## src/rtl/msif_pkg.sv

```systemverilog
package msif_pkg;

   localparam int unsigned WORD_W   = 32;
   localparam int unsigned ID_W     = 11;
   localparam int unsigned MAX_IDS  = 2048;

   localparam logic [7:0] SEL_DELIV  = 8'h70;
   localparam logic [7:0] SEL_THRESH = 8'h72;
   localparam logic [1:0] SEL_PEND_HI = 2'b10;  // 0x80..0xBF
   localparam logic [1:0] SEL_EN_HI   = 2'b11;  // 0xC0..0xFF

   localparam logic [WORD_W-1:0] DELIV_WMASK  = 32'h0000_0001;
   localparam logic [WORD_W-1:0] THRESH_WMASK = 32'h0000_07FF;

   typedef enum logic [2:0] {
      TGT_NONE,
      TGT_DELIV,
      TGT_THRESH,
      TGT_PEND,
      TGT_EN
   } tgt_e;

   function automatic logic [WORD_W-1:0] swap_bytes(input logic [WORD_W-1:0] v);
      return {v[7:0], v[15:8], v[23:16], v[31:24]};
   endfunction

   function automatic logic [WORD_W-1:0] masked_merge(input logic [WORD_W-1:0] old_v,
                                                      input logic [WORD_W-1:0] new_v,
                                                      input logic [WORD_W-1:0] msk);
      return (old_v & ~msk) | (new_v & msk);
   endfunction

endpackage

```

## src/rtl/msif_regsel.sv

```systemverilog
module msif_regsel
   import msif_pkg::*;
#(
   parameter int unsigned NUM_WORDS = 2,
   localparam int unsigned WIDX_W = (NUM_WORDS > 1) ? $clog2(NUM_WORDS) : 1
) (
   input  logic [7:0]        sel_i,
   output tgt_e              tgt_o,
   output logic [WIDX_W-1:0] widx_o
);

   logic word_ok;

   generate
      if (NUM_WORDS == 1) begin : g_single
         assign word_ok = (sel_i[5:0] == 6'd0);
         assign widx_o  = '0;
      end else begin : g_multi
         assign word_ok = (32'(sel_i[5:0]) < NUM_WORDS);
         assign widx_o  = sel_i[WIDX_W-1:0];
      end
   endgenerate

   always_comb begin
      tgt_o = TGT_NONE;
      if (sel_i == SEL_DELIV)
         tgt_o = TGT_DELIV;
      else if (sel_i == SEL_THRESH)
         tgt_o = TGT_THRESH;
      else if (sel_i[7:6] == SEL_PEND_HI && word_ok)
         tgt_o = TGT_PEND;
      else if (sel_i[7:6] == SEL_EN_HI && word_ok)
         tgt_o = TGT_EN;
   end

endmodule

```

## src/rtl/msif_doorbell.sv

```systemverilog
module msif_doorbell
   import msif_pkg::*;
#(
   parameter int unsigned NUM_IDS = 64,
   parameter int unsigned AW      = 12,
   parameter int unsigned LE_OFF  = 0,
   parameter int unsigned BE_OFF  = 4,
   parameter int unsigned IX_W    = 6
) (
   input  logic              wr_i,
   input  logic [AW-1:0]     addr_i,
   input  logic [3:0]        be_i,
   input  logic [WORD_W-1:0] wdata_i,
   output logic              set_o,
   output logic [IX_W-1:0]   ix_o
);

   logic              full_word;
   logic              hit_le;
   logic              hit_be;
   logic [WORD_W-1:0] ident;

   assign full_word = (be_i == 4'hF) && (addr_i[1:0] == 2'b00);
   assign hit_le    = (addr_i == AW'(LE_OFF));
   assign hit_be    = (addr_i == AW'(BE_OFF));
   assign ident     = hit_be ? swap_bytes(wdata_i) : wdata_i;

   assign set_o = wr_i && full_word && (hit_le || hit_be) &&
                  (ident != '0) && (ident < NUM_IDS);
   assign ix_o  = ident[IX_W-1:0];

endmodule

```

## src/rtl/msif_prio.sv

```systemverilog
module msif_prio
   import msif_pkg::*;
#(
   parameter int unsigned NUM_IDS  = 64,
   parameter int unsigned NUM_BITS = 64,
   parameter int unsigned IX_W     = 6
) (
   input  logic [NUM_BITS-1:0] pend_i,
   input  logic [NUM_BITS-1:0] en_i,
   input  logic [WORD_W-1:0]   thr_i,
   output logic                found_o,
   output logic [IX_W-1:0]     ix_o
);

   logic                use_thr;
   logic [NUM_BITS-1:0] elig;

   assign use_thr = (thr_i != '0) && (thr_i <= NUM_IDS);

   always_comb begin
      for (int i = 0; i < NUM_BITS; i++) begin
         elig[i] = pend_i[i] && en_i[i] && (i != 0) && (i < NUM_IDS) &&
                   (!use_thr || (32'(i) < thr_i));
      end
   end

   // scan from the top so the lowest eligible index is the last one kept
   always_comb begin
      found_o = 1'b0;
      ix_o    = '0;
      for (int i = NUM_BITS - 1; i >= 0; i--) begin
         if (elig[i]) begin
            found_o = 1'b1;
            ix_o    = IX_W'(i);
         end
      end
   end

endmodule

```

## src/rtl/msif_file.sv

```systemverilog
module msif_file
   import msif_pkg::*;
#(
   parameter int unsigned NUM_IDS   = 64,
   parameter int unsigned DB_AW     = 12,
   parameter int unsigned DB_LE_OFF = 0,
   parameter int unsigned DB_BE_OFF = 4
) (
   input  logic              clk_i,
   input  logic              rst_ni,
   input  logic              db_wr_i,
   input  logic [DB_AW-1:0]  db_addr_i,
   input  logic [3:0]        db_be_i,
   input  logic [WORD_W-1:0] db_wdata_i,
   output logic [WORD_W-1:0] db_rdata_o,
   input  logic              rp_valid_i,
   input  logic [7:0]        rp_sel_i,
   input  logic [WORD_W-1:0] rp_wdata_i,
   input  logic [WORD_W-1:0] rp_mask_i,
   output logic [WORD_W-1:0] rp_rdata_o,
   output logic              rp_err_o,
   input  logic              claim_i,
   output logic [WORD_W-1:0] top_o,
   output logic              irq_o
);

   localparam int unsigned NUM_WORDS = (NUM_IDS + WORD_W - 1) / WORD_W;
   localparam int unsigned NUM_BITS  = NUM_WORDS * WORD_W;
   localparam int unsigned IX_W      = $clog2(NUM_BITS);
   localparam int unsigned WIDX_W    = (NUM_WORDS > 1) ? $clog2(NUM_WORDS) : 1;

   // elaboration checks
   generate
      if (NUM_IDS < 2 || NUM_IDS > MAX_IDS) begin : g_bad_ids
         $error("NUM_IDS must lie in 2..2048");
      end
      if (DB_LE_OFF == DB_BE_OFF) begin : g_bad_off
         $error("doorbell offsets must differ");
      end
      if ((DB_LE_OFF % 4) != 0 || (DB_BE_OFF % 4) != 0) begin : g_bad_align
         $error("doorbell offsets must be word aligned");
      end
      if (DB_AW < 3 || DB_AW > 32) begin : g_bad_aw
         $error("DB_AW must lie in 3..32");
      end
   endgenerate

   function automatic logic [NUM_WORDS-1:0][WORD_W-1:0] build_wmask();
      logic [NUM_WORDS-1:0][WORD_W-1:0] m;
      for (int w = 0; w < NUM_WORDS; w++) begin
         for (int b = 0; b < WORD_W; b++) begin
            m[w][b] = ((w * 32 + b) != 0) && ((w * 32 + b) < NUM_IDS);
         end
      end
      return m;
   endfunction

   localparam logic [NUM_WORDS-1:0][WORD_W-1:0] WORD_WMASK = build_wmask();

   // state
   logic [WORD_W-1:0]   deliv_q;
   logic [WORD_W-1:0]   thr_q;
   logic [NUM_BITS-1:0] pend_flat;
   logic [NUM_BITS-1:0] en_flat;
   logic [WORD_W-1:0]   rdata_q;
   logic                err_q;

   // register port decode
   tgt_e              tgt;
   logic [WIDX_W-1:0] widx;
   logic              acc_ok;
   logic [WORD_W-1:0] old_val;
   logic [WORD_W-1:0] new_val;

   msif_regsel #(
      .NUM_WORDS (NUM_WORDS)
   ) u_regsel (
      .sel_i  (rp_sel_i),
      .tgt_o  (tgt),
      .widx_o (widx)
   );

   assign acc_ok = rp_valid_i && (tgt != TGT_NONE);

   always_comb begin
      old_val = '0;
      case (tgt)
         TGT_DELIV:  old_val = deliv_q;
         TGT_THRESH: old_val = thr_q;
         TGT_PEND:   old_val = pend_flat[32*widx +: 32];
         TGT_EN:     old_val = en_flat[32*widx +: 32];
         default:    old_val = '0;
      endcase
   end

   assign new_val = masked_merge(old_val, rp_wdata_i, rp_mask_i);

   // doorbell
   logic            db_set;
   logic [IX_W-1:0] db_ix;

   msif_doorbell #(
      .NUM_IDS (NUM_IDS),
      .AW      (DB_AW),
      .LE_OFF  (DB_LE_OFF),
      .BE_OFF  (DB_BE_OFF),
      .IX_W    (IX_W)
   ) u_db (
      .wr_i    (db_wr_i),
      .addr_i  (db_addr_i),
      .be_i    (db_be_i),
      .wdata_i (db_wdata_i),
      .set_o   (db_set),
      .ix_o    (db_ix)
   );

   assign db_rdata_o = '0;

   // priority selection
   logic            top_found;
   logic [IX_W-1:0] top_ix;

   msif_prio #(
      .NUM_IDS  (NUM_IDS),
      .NUM_BITS (NUM_BITS),
      .IX_W     (IX_W)
   ) u_prio (
      .pend_i  (pend_flat),
      .en_i    (en_flat),
      .thr_i   (thr_q),
      .found_o (top_found),
      .ix_o    (top_ix)
   );

   logic [ID_W-1:0] top_id;
   assign top_id = ID_W'(top_ix);
   assign top_o  = top_found ? {5'b0, top_id, 5'b0, top_id} : '0;
   assign irq_o  = deliv_q[0] && top_found;

   // one-hot set and clear vectors; register write, then claim, then doorbell
   logic [NUM_BITS-1:0] clr_vec;
   logic [NUM_BITS-1:0] set_vec;

   assign clr_vec = (claim_i && top_found) ? (NUM_BITS'(1) << top_ix) : '0;
   assign set_vec = db_set ? (NUM_BITS'(1) << db_ix) : '0;

   generate
      for (genvar w = 0; w < NUM_WORDS; w++) begin : g_word
         logic              here;
         logic [WORD_W-1:0] p_q, e_q, p_nxt, e_nxt;

         assign here = (widx == WIDX_W'(w));

         always_comb begin
            p_nxt = p_q;
            e_nxt = e_q;
            if (acc_ok && tgt == TGT_PEND && here) p_nxt = new_val;
            if (acc_ok && tgt == TGT_EN && here)   e_nxt = new_val;
            p_nxt = (p_nxt & ~clr_vec[w*32 +: 32]) | set_vec[w*32 +: 32];
         end

         always_ff @(posedge clk_i or negedge rst_ni) begin
            if (!rst_ni) begin
               p_q <= '0;
               e_q <= '0;
            end else begin
               p_q <= p_nxt & WORD_WMASK[w];
               e_q <= e_nxt & WORD_WMASK[w];
            end
         end

         assign pend_flat[w*32 +: 32] = p_q;
         assign en_flat[w*32 +: 32]   = e_q;
      end
   endgenerate

   always_ff @(posedge clk_i or negedge rst_ni) begin
      if (!rst_ni) begin
         deliv_q <= '0;
         thr_q   <= '0;
         rdata_q <= '0;
         err_q   <= 1'b0;
      end else begin
         if (acc_ok && tgt == TGT_DELIV)  deliv_q <= new_val & DELIV_WMASK;
         if (acc_ok && tgt == TGT_THRESH) thr_q   <= new_val & THRESH_WMASK;
         rdata_q <= acc_ok ? old_val : '0;
         err_q   <= rp_valid_i && (tgt == TGT_NONE);
      end
   end

   assign rp_rdata_o = rdata_q;
   assign rp_err_o   = err_q;

   // assertions


   db_sets_chk: assert property (@(posedge clk_i) disable iff (!rst_ni)
      db_set |=> pend_flat[$past(db_ix)]);


   claim_clears_chk: assert property (@(posedge clk_i) disable iff (!rst_ni)
      (claim_i && top_found && !(db_set && db_ix == top_ix)) |=> !pend_flat[$past(top_ix)]);


   bad_sel_chk: assert property (@(posedge clk_i) disable iff (!rst_ni)
      (rp_valid_i && tgt == TGT_NONE) |=>
         (rp_err_o && deliv_q == $past(deliv_q) && thr_q == $past(thr_q) &&
          en_flat == $past(en_flat)));


   top_elig_chk: assert property (@(posedge clk_i) disable iff (!rst_ni)
      top_found |-> (pend_flat[top_ix] && en_flat[top_ix] && top_ix != '0));


   top_thr_chk: assert property (@(posedge clk_i) disable iff (!rst_ni)
      (top_found && thr_q != '0 && thr_q <= NUM_IDS) |-> (32'(top_ix) < thr_q));


   id0_zero_chk: assert property (@(posedge clk_i) disable iff (!rst_ni)
      !pend_flat[0] && !en_flat[0]);

endmodule

```

## config.mk

```make
export PLATFORM = sky130hd
export DESIGN_NAME = msif_file
export DESIGN_NICKNAME = d
export VERILOG_FILES = /design/src/rtl/msif_pkg.sv /design/src/rtl/msif_regsel.sv /design/src/rtl/msif_doorbell.sv /design/src/rtl/msif_prio.sv /design/src/rtl/msif_file.sv
export SDC_FILE = /design/constraint.sdc
export NUM_CORES = 1
export LEC_CHECK = 0
export BUFFER_PORTS_ARGS = -buffer_cell sky130_fd_sc_hd__buf_4
export CORE_MARGIN = 5
export CORE_UTILIZATION = 60
export CTS_CLUSTER_DIAMETER = 150
export DETAILED_ROUTE_END_ITERATION = 10
export GPL_TIMING_DRIVEN = 0
export HOLD_SLACK_MARGIN = 0.1
export PLACE_DENSITY_LB_ADDON = 0.3
export SYNTH_ARGS = -nofsm -noshare
export SYNTH_HDL_FRONTEND = slang
export SYNTH_SLANG_ARGS = --single-unit
```

## constraint.sdc

```tcl
create_clock -name clk_i -period 10 [get_ports clk_i]
set_input_delay 0.5 -clock clk_i [delete_from_list [all_inputs] [get_ports clk_i]]
set_output_delay 0.5 -clock clk_i [all_outputs]
set_load 0.05 [all_outputs]
```

[Word level (Yosys, flattened, before mapping)]
Cells that the tools add are included.
Cells by class
  magnitude comparators: 66
  equal/unequal tests: 10
  shift operators: 4
  multiplexer cells: 138
  bitwise gates (word level): 11
  reduce and logical (&&, ||, !) cells: 217
Operators by type and width (count)
  $mux W6: 63
  $lt A6 B11 Y1 const A: 32
  $lt A5 B11 Y1 const A: 16
  $logic_and A1 B1 Y1: 146
  $and A32 B32 Y32: 4
  $mux W32: 4
  $mux W64: 2
  $pmux W32 S4: 1
  $shiftx A64 B7 Y32: 2
  $shl A1 B6 Y64 const A: 2
  $not A32 Y32: 3
  $or A32 B32 Y32: 3
  $lt A4 B11 Y1 const A: 8
  $logic_or A1 B1 Y1: 64
  $reduce_bool A32 Y1: 2
  $mux W1: 63
  $lt A3 B11 Y1 const A: 4
  $lt A32 B7 Y1 const B: 1
  $lt A2 B11 Y1 const A: 2
  $mux W22: 1
  $eq A8 B7 Y1 const B: 2
  $eq A12 B3 Y1 const B: 1
  $logic_not A12 Y1: 1
  $mux W3: 4
  other kinds (13): 15
Word-level totals
  bits in registers: 171
  input port bits: 125
  logic and storage cells: 454

[Depth between registers and ports, before layout]
Gate-level depths: netlist of run 1.
  depth after elaboration: 73
  depth in mapped cells: 15

[Hierarchy]
A second synthesis of run 1 with hierarchy kept.
Second synthesis, totals
  cell total of the unflattened synthesis: 1569
  area, all modules: 12857.3 µm²
By module, submodules not included
  msif_file: times used 1, cells an instance 1065, area an instance 9783.1 µm², seq. area each 4279.1 µm²
  msif_prio: times used 1, cells an instance 464, area an instance 2771.4 µm², seq. area each 0.0 µm²
  msif_doorbell: times used 1, cells an instance 29, area an instance 226.5 µm², seq. area each 0.0 µm²
  msif_regsel: times used 1, cells an instance 11, area an instance 76.3 µm², seq. area each 0.0 µm²

[Least setup slack after synthesis of run 1]
OpenSTA, ideal clock, no wires.
  kind: reg2out
  start point: register thr_q[10]
  end point: output top_o[21]
  arrival: 3.787 ns
  data required time: 9.500 ns
  path slack: 5.713 ns
  stages on the path, launching flop included: 10
  buffers on the path: 2
  path through: dfrtp_1 -> or3_4 -> or3_1 -> buf_6 -> o311ai_4 -> o21a_1 -> nand4_1 -> nor3_1 -> a21boi_0 -> buf_4
On the way
  cells in the longest elaborated chain, start to end: 69
Ends and longest elaborated chain
  start, declared: line msif_file.sv:62  | logic [WORD_W-1:0] thr_q;
  start signal, assigned: line msif_file.sv:185  | if (acc_ok && tgt == TGT_THRESH) thr_q <= new_val & THRESH_WMASK;
  $le A11 B7 Y1 / $reduce_bool A32 Y1 (equally long branches): line msif_prio.sv:18  | assign use_thr = (thr_i != '0) && (thr_i <= NUM_IDS);
  $logic_and A1 B1 Y1: line msif_prio.sv:18
  $logic_not A1 Y1
  $logic_or A1 B1 Y1: line msif_prio.sv:23  | (!use_thr || (32'(i) < thr_i));
  $logic_and A1 B1 Y1: line msif_prio.sv:22  | elig[i] = pend_i[i] && en_i[i] && (i != 0) && (i < NUM_IDS) &&
  $mux W6 / $mux W1 (equally long branches) (63 in a row): line msif_prio.sv:32  | if (elig[i]) begin
  $mux W22 (*): line msif_file.sv:137  | assign top_o = top_found ? {5'b0, top_id, 5'b0, top_id} : '0;
  end, declared: line msif_file.sv:23  | output logic [WORD_W-1:0] top_o,
Mark *: on every way between the ends. The rest lies on a longest branch, timed or not.

[Worst setup path in the final report of run 1]
  start point: register thr_q[5]
  end point: output top_o[16]
The elaborated chain is that of the path after synthesis.

==> results.md, run 1 <==
* Status: completed
* Rows at 51
* Largest net degree at the start of global routing at 93
* Gpl congestion at 1.14
* Fin crit period at 5590 ps
* Post-synth EDFFs at 0
* Post-DRT Antenna Nets at 0
* GR Util All Layers at 44.7%
* DRC errors left at 0
* Clock sinks at 171
* Avg Cell Area, Syn at 8.13 um^2
* Die area at 0.0224 mm^2
* IO Port Bufs at 168
* First-pass GRT wire length at 74700 um
* Most instantiated cells after synthesis: nand2_1 (239), dfrtp_1 (171), o21ai_0 (153)
* Final wirelength at 50800 um
* Post-DR wirelength/cell at 25.9 um
* Slack of the critical path at 4410 ps
* Final Setup Violations at 0
* DP Worst Slack at 5310 ps
* Hold path depth at 2
* R2R Setup Slk at 5230 ps
* PD cells at 128 mW/mm^2
* Xor-xnor portion of the synthesized cell area at 0%
* Max-capacitance violation count at 0
* # IOs at 223
* Yosys top cell by area: dfrtp_1
* FF+latch count, synth at 171
* Achievable Freq at 0.179 GHz
* Mux contribution to synthesized area at 6.39%
* Core footprint at 0.0193 mm^2
* Number of diodes at 0
* Layout overhead on the synthesized area at 21.0%
* Worst VDD drop at 0.000123 V
* Grt ovf at 0
* Crit Path Max Fanout at 10
* DP Wirelength at 39300 um
* Reg-to-reg endpoint: g_word[0].p_q[23]$_DFF_PN0_
* Hold_sp: rp_valid_i
* Hold Crit Class: primary input to register
* Initial antenna violation count at 0
* DRT Pass-1 Iters at 9
* Sequential share of the synthesized area at 36.6%
* Vias per cell at 6.96
* Adder-Cell Fraction of Synth Area at 0%
* Yosys warns at 0
* Top cells by area, synth: dfrtp_1 (37%), nand2_1 (7.7%), o21ai_0 (6.5%)
* Worst hold path endpoint: rp_err_o$_DFF_PN0_
* Clock buffer depth at 2
* CTS tree: built
* Initial Utilization at 60.5%
* # resized after CTS at 0
* Slew HR at 14.4%
* Leakage power total at 6.10 nW
* Worst-margin pin slew at 1270 ps
* Share of cells above drive strength 1 at 21.0%
* Worst reg2reg path depth at 12
* Worst endpoint required time at 9500 ps
* Clk_skew at 18.5 ps
* Mapped cell area at 0.0117 mm^2
* Starting DRT DRC Count at 2402
* Setup CP Type: register to primary output
* Count leader, synth: nand2_1
* Distinct cell type count after synthesis at 91
* Synth top area share at 36.6%
* Compound-Gate Fraction of Synth Area at 25.7%
* Crit start category: register
* Vias in the first global route at 12945
* Simple logic cell fraction of the synthesized area at 24.0%
* CTS Root Cell: clkbuf_16
* Die height at 150 um
* Data arrival time of the critical path at 5090 ps
* NumNets Final at 1805
* Fin crit share at 55.9%
* Ys async rst share at 100%
* Largest family of logic cells by synthesized area: compound AO/OA/AOI/OAI gates
* Die width at 150 um
* RSZ-0062 raised after global routing: false
* Prevailing post-synth register cell: dfrtp_1
* Sum Neg Setup Slack at 0 ps
* Crit path capture type: primary output
* DR vias at 13618
* Clock transition at the registers of the reported paths at 80 ps
* Final Hold Fails at 0
* Cts bufs inserted at 17
* Total power at 1.81 mW
* Skew-Pair Late Insertion Delay at 460 ps
* Final Slew Violations at 0
* H-tree depth at 4
* Reg2reg start: thr_q[5]$_DFFE_PN0P_
* Syn Inst Count at 1439
==> critical path: stages, from the launching register on <==
cell and delay (ps):
dfrtp_1 400, buf_2 200, buf_1 350, nor3_1 1030, a31oi_1 370, o21ai_0 370
nor4bb_1 420, o31ai_1 170, nand2_1 370, clkbuf_1 490, nand2_1 150, buf_4 160
buf_4 180
==> placed cells by master (no fill, tap or decap), drive strengths merged, types with 11 or more instances in the layout <==
cell type    n
buf        259
a22oi       14
mux4        31
nor4        24
dfrtp      171
nor2       138
nand3       40
clkbuf      69
nand4       21
o21ai      166
conb        52
and3        13
o221ai      11
a31oi       16
nand2      239
inv         21
a21oi      128
nor3        54
o22ai       41
==> routing by layer <==
layer	vias to the layer above	global-route usage, %	part of all wire [%]
li1	5711	-	-
met1	6285	54.9	34
met2	1333	65.1	42
met3	289	19.6	17
met5	-	0	0
met4	0	26.4	7.1
==> where the power goes <==
part           internal (mW)  total, mW  switching, mW
Clock                  0.383      0.720          0.336
Sequential             0.707      0.733         0.0264
Combinational          0.109      0.354          0.245
==> registers in the layout (all words and copies together), names as in the netlist <==
name	count
thr_q	11
g_word.e_q	63
deliv_q	1
g_word.p_q	63
rp_err_o	1
rp_rdata_o	32
==> worst max path at each step <==
stage,startpoint,end,slack [ps],cells past startpoint
global route,thr_q[5]$_DFFE_PN0P_,top_o[16],4360,13
floorplan,thr_q[10]$_DFFE_PN0P_,top_o[21],5710,9
detailed placement,thr_q[5]$_DFFE_PN0P_,top_o[16],5310,13
global placement,thr_q[5]$_DFFE_PN0P_,top_o[16],5170,12
finish,thr_q[5]$_DFFE_PN0P_,top_o[16],4410,12
CTS,thr_q[5]$_DFFE_PN0P_,top_o[16],4770,12
==> through the flow <==
step                instances  cell area (um^2)  hold WS (ps)  utilization, %
floorplan                1490             11900           204               -
global placement         1923             13500           483            69.8
detailed placement       1925             13500           492            70.0
CTS                      1958             14200           354            73.3
global route             1958             14200           372            73.3
finish                   1958             14200           381            73.3
==> kinds of logic after synthesis <==
logic type | Yosys count
compound gates | 484
buf+inv | 155
flops | 171
mux | 36
other cells | 1
simple gates | 592
==> final cells by class <==
class / instances / area [um^2]
Sequential cell: 171 / 4280
Tap cell: 265 / 332
Clock buffer: 17 / 425
Buffer: 141 / 806
Timing Repair Buffer: 171 / 1310
Fill cell: 1558 / 5170
Clock inverter: 15 / 200
Inverter: 14 / 52.6
Multi-Input combinational cell: 1164 / 6760
==> timing repair <==
action                                  CTS  global route
hold buffers                              1             0
endpoints found under the setup margin    0             0
hold endpoints to repair                 79             0
buffers inserted                          0             0
No activity file was read; power rests on OpenSTA's default activity.
==> inputs of run 2 (changes only) <==
CORE_UTILIZATION = 57   (was 60)
clock period = 5.4 ns   (was 10 ns; I/O delays follow)
==> run 2 against run 1 <==
Clock power up 81%. Core utilization down 3.4 points. Critical path type unchanged. Largest power group unchanged. Die area up 4.9%.
==> results.md, run 2 (synthesis gave the netlist of run 1 again) <==
* Worst VDD drop at 0.000212 V
* Most used routing layer: met2
* WP buf/inv at 5
* Worst stage delay on the critical path at 900 ps
* Fin crit share at 98.1%
* Final Core Density at 69.8%
* CTS tree: built
* Post-DR wirelength/cell at 26.9 um
* DRC errors left at 0
* Layout overhead on the synthesized area at 20.8%
* Multi-input logic area at 0.00676 mm^2
* Filler cell count at 1664
* Die height at 153 um
* DRT Pass-1 Iters at 9
* Final wirelength at 52700 um
* PD cells at 234 mW/mm^2
* Initial Utilization at 57.8%
* NumNets Final at 1805
* Met2 Usage GRT at 64.1%
* Core footprint at 0.0202 mm^2
* Fin area at 0.0141 mm^2
* CP max stage cell: a21oi_1
* Met1 Track Usage GR at 52.5%
* Crit Path Max Fanout at 10
* # IOs at 223
* Status: completed
* H-tree depth at 4
* Register area at 0.00428 mm^2
* GR Util All Layers at 43.6%
* Max-capacitance violation count at 0
* Skew-Pair Late Insertion Delay at 460 ps
* Largest net degree at the start of global routing at 109
* IO Port Bufs at 168
* Sum Neg Setup Slack at 0 ps
* Die area at 0.0235 mm^2
* Cts bufs inserted at 17
* Met3 Track Usage GR at 20.6%
* Achievable Freq at 0.189 GHz
* Inst Count DP at 1930
* Share of cells above drive strength 1 at 21.0%
* Clock transition at the registers of the reported paths at 80 ps
* # resized after CTS at 0
* Die width at 153 um
* Vias in the first global route at 13195
* Number of diodes at 0
* Crit path capture type: primary output
* DR vias at 13538
* Post-DRT Antenna Nets at 0
* Most frequent cells in the layout: nand2_1 (239), buf_4 (225), dfrtp_1 (171)
* Dpl cell area at 0.0135 mm^2
* Final Setup Violations at 0
* Clk_skew at 16.1 ps
* Final Hold Fails at 0
* First-pass GRT wire length at 78200 um
* Initial antenna violation count at 1
* Starting DRT DRC Count at 1900
* Leakage power total at 6.08 nW
* Rows at 52
* Setup CP Type: register to primary output
* Crit start category: register
* Most common cell after layout, fill and taps aside: nand2_1
* Vias per cell at 6.90
* Worst endpoint required time at 5130 ps
* Layout Cells excl Fill at 1963
* Slew HR at 18.8%
* DP Wirelength at 41000 um
* Slack of the critical path at 104 ps
* DP Worst Slack at 808 ps
* Hold Crit Class: primary input to register
* Clock sinks at 171
* Delay-heaviest family, CP: compound AO/OA/AOI/OAI gates
* CTS Root Cell: clkbuf_16
* Gpl congestion at 1.09
* Data arrival time of the critical path at 5030 ps
* Final Slew Violations at 0
* Grt ovf at 0
* Clock buffer depth at 2
* Fin crit period at 5300 ps
* Crit-path cells: buf_2 -> buf_2 -> a21oi_1 -> o22ai_1 -> a21oi_1 -> o2111ai_1 -> a31oi_1 -> nor4_1 -> o31ai_1 -> nand2_1 -> clkbuf_1 -> nand2_1 -> buf_4 -> buf_4
* Worst-margin pin slew at 1210 ps
* Setup bufs post-CTS at 0
* RSZ-0062 raised after global routing: false
run 2: final cells by class:
| class | count | share of cell area (%) |
|---|---|---|
| inverters | 14 | 0.372 |
| repair buffers | 171 | 9.28 |
| plain buffers | 141 | 5.70 |
| flip-flops and latches | 171 | 30.3 |
| clock buffers | 18 | 3.11 |
| clock inverters | 14 | 1.06 |
| well taps | 270 | 2.39 |
| multi-input cells | 1164 | 47.8 |
run 2: timing repair:
| item | 4_1_cts | 5_1_grt |
|---|---|---|
| hold endpoints to repair | 63 | 0 |
| hold buffers | 1 | 0 |
| endpoints found under the setup margin | 0 | 0 |
run 2: metrics by stage:
stage / hold slack, ps / total power, mW
after floorplan: -25.6 / 1.73
after global placement: 477 / 1.99
after detailed placement: 241 / 2.00
after CTS: 107 / 3.25
after global routing: 134 / 3.38
final: 115 / 3.31
run 2: layer usage:
metal / vias to the layer above / share of wire [%]
met4: 2 / 6.9
met5: - / 0.021
met1: 6280 / 34
li1: 5709 / -
met2: 1275 / 42
met3: 272 / 17
run 2: worst paths after layout:
| check | start | end | slack (ps) | cells after the start |
|---|---|---|---|---|
| worst max-delay path | thr_q[1]$_DFFE_PN0P_ | top_o[16] | 100 | 14 |
| max in group asynchronous | rst_ni | g_word[1].p_q[22]$_DFF_PN0_ | 4060 | 3 |
| worst min-delay path | rp_valid_i | rp_err_o$_DFF_PN0_ | 110 | 2 |
| worst max register to register | thr_q[1]$_DFFE_PN0P_ | g_word[0].p_q[10]$_DFF_PN0_ | 650 | 13 |
| worst min register to register | g_word[1].e_q[15]$_DFFE_PN0P_ | g_word[1].e_q[15]$_DFFE_PN0P_ | 510 | 2 |
| min in group asynchronous | rst_ni | rp_rdata_o[7]$_DFF_PN0_ | 340 | 2 |
run 2: where the power goes:
part	internal (mW)	total [mW]	switching, mW
sequential	1.31	1.36	0.0496
combinational	0.201	0.656	0.455
clock	0.669	1.30	0.627
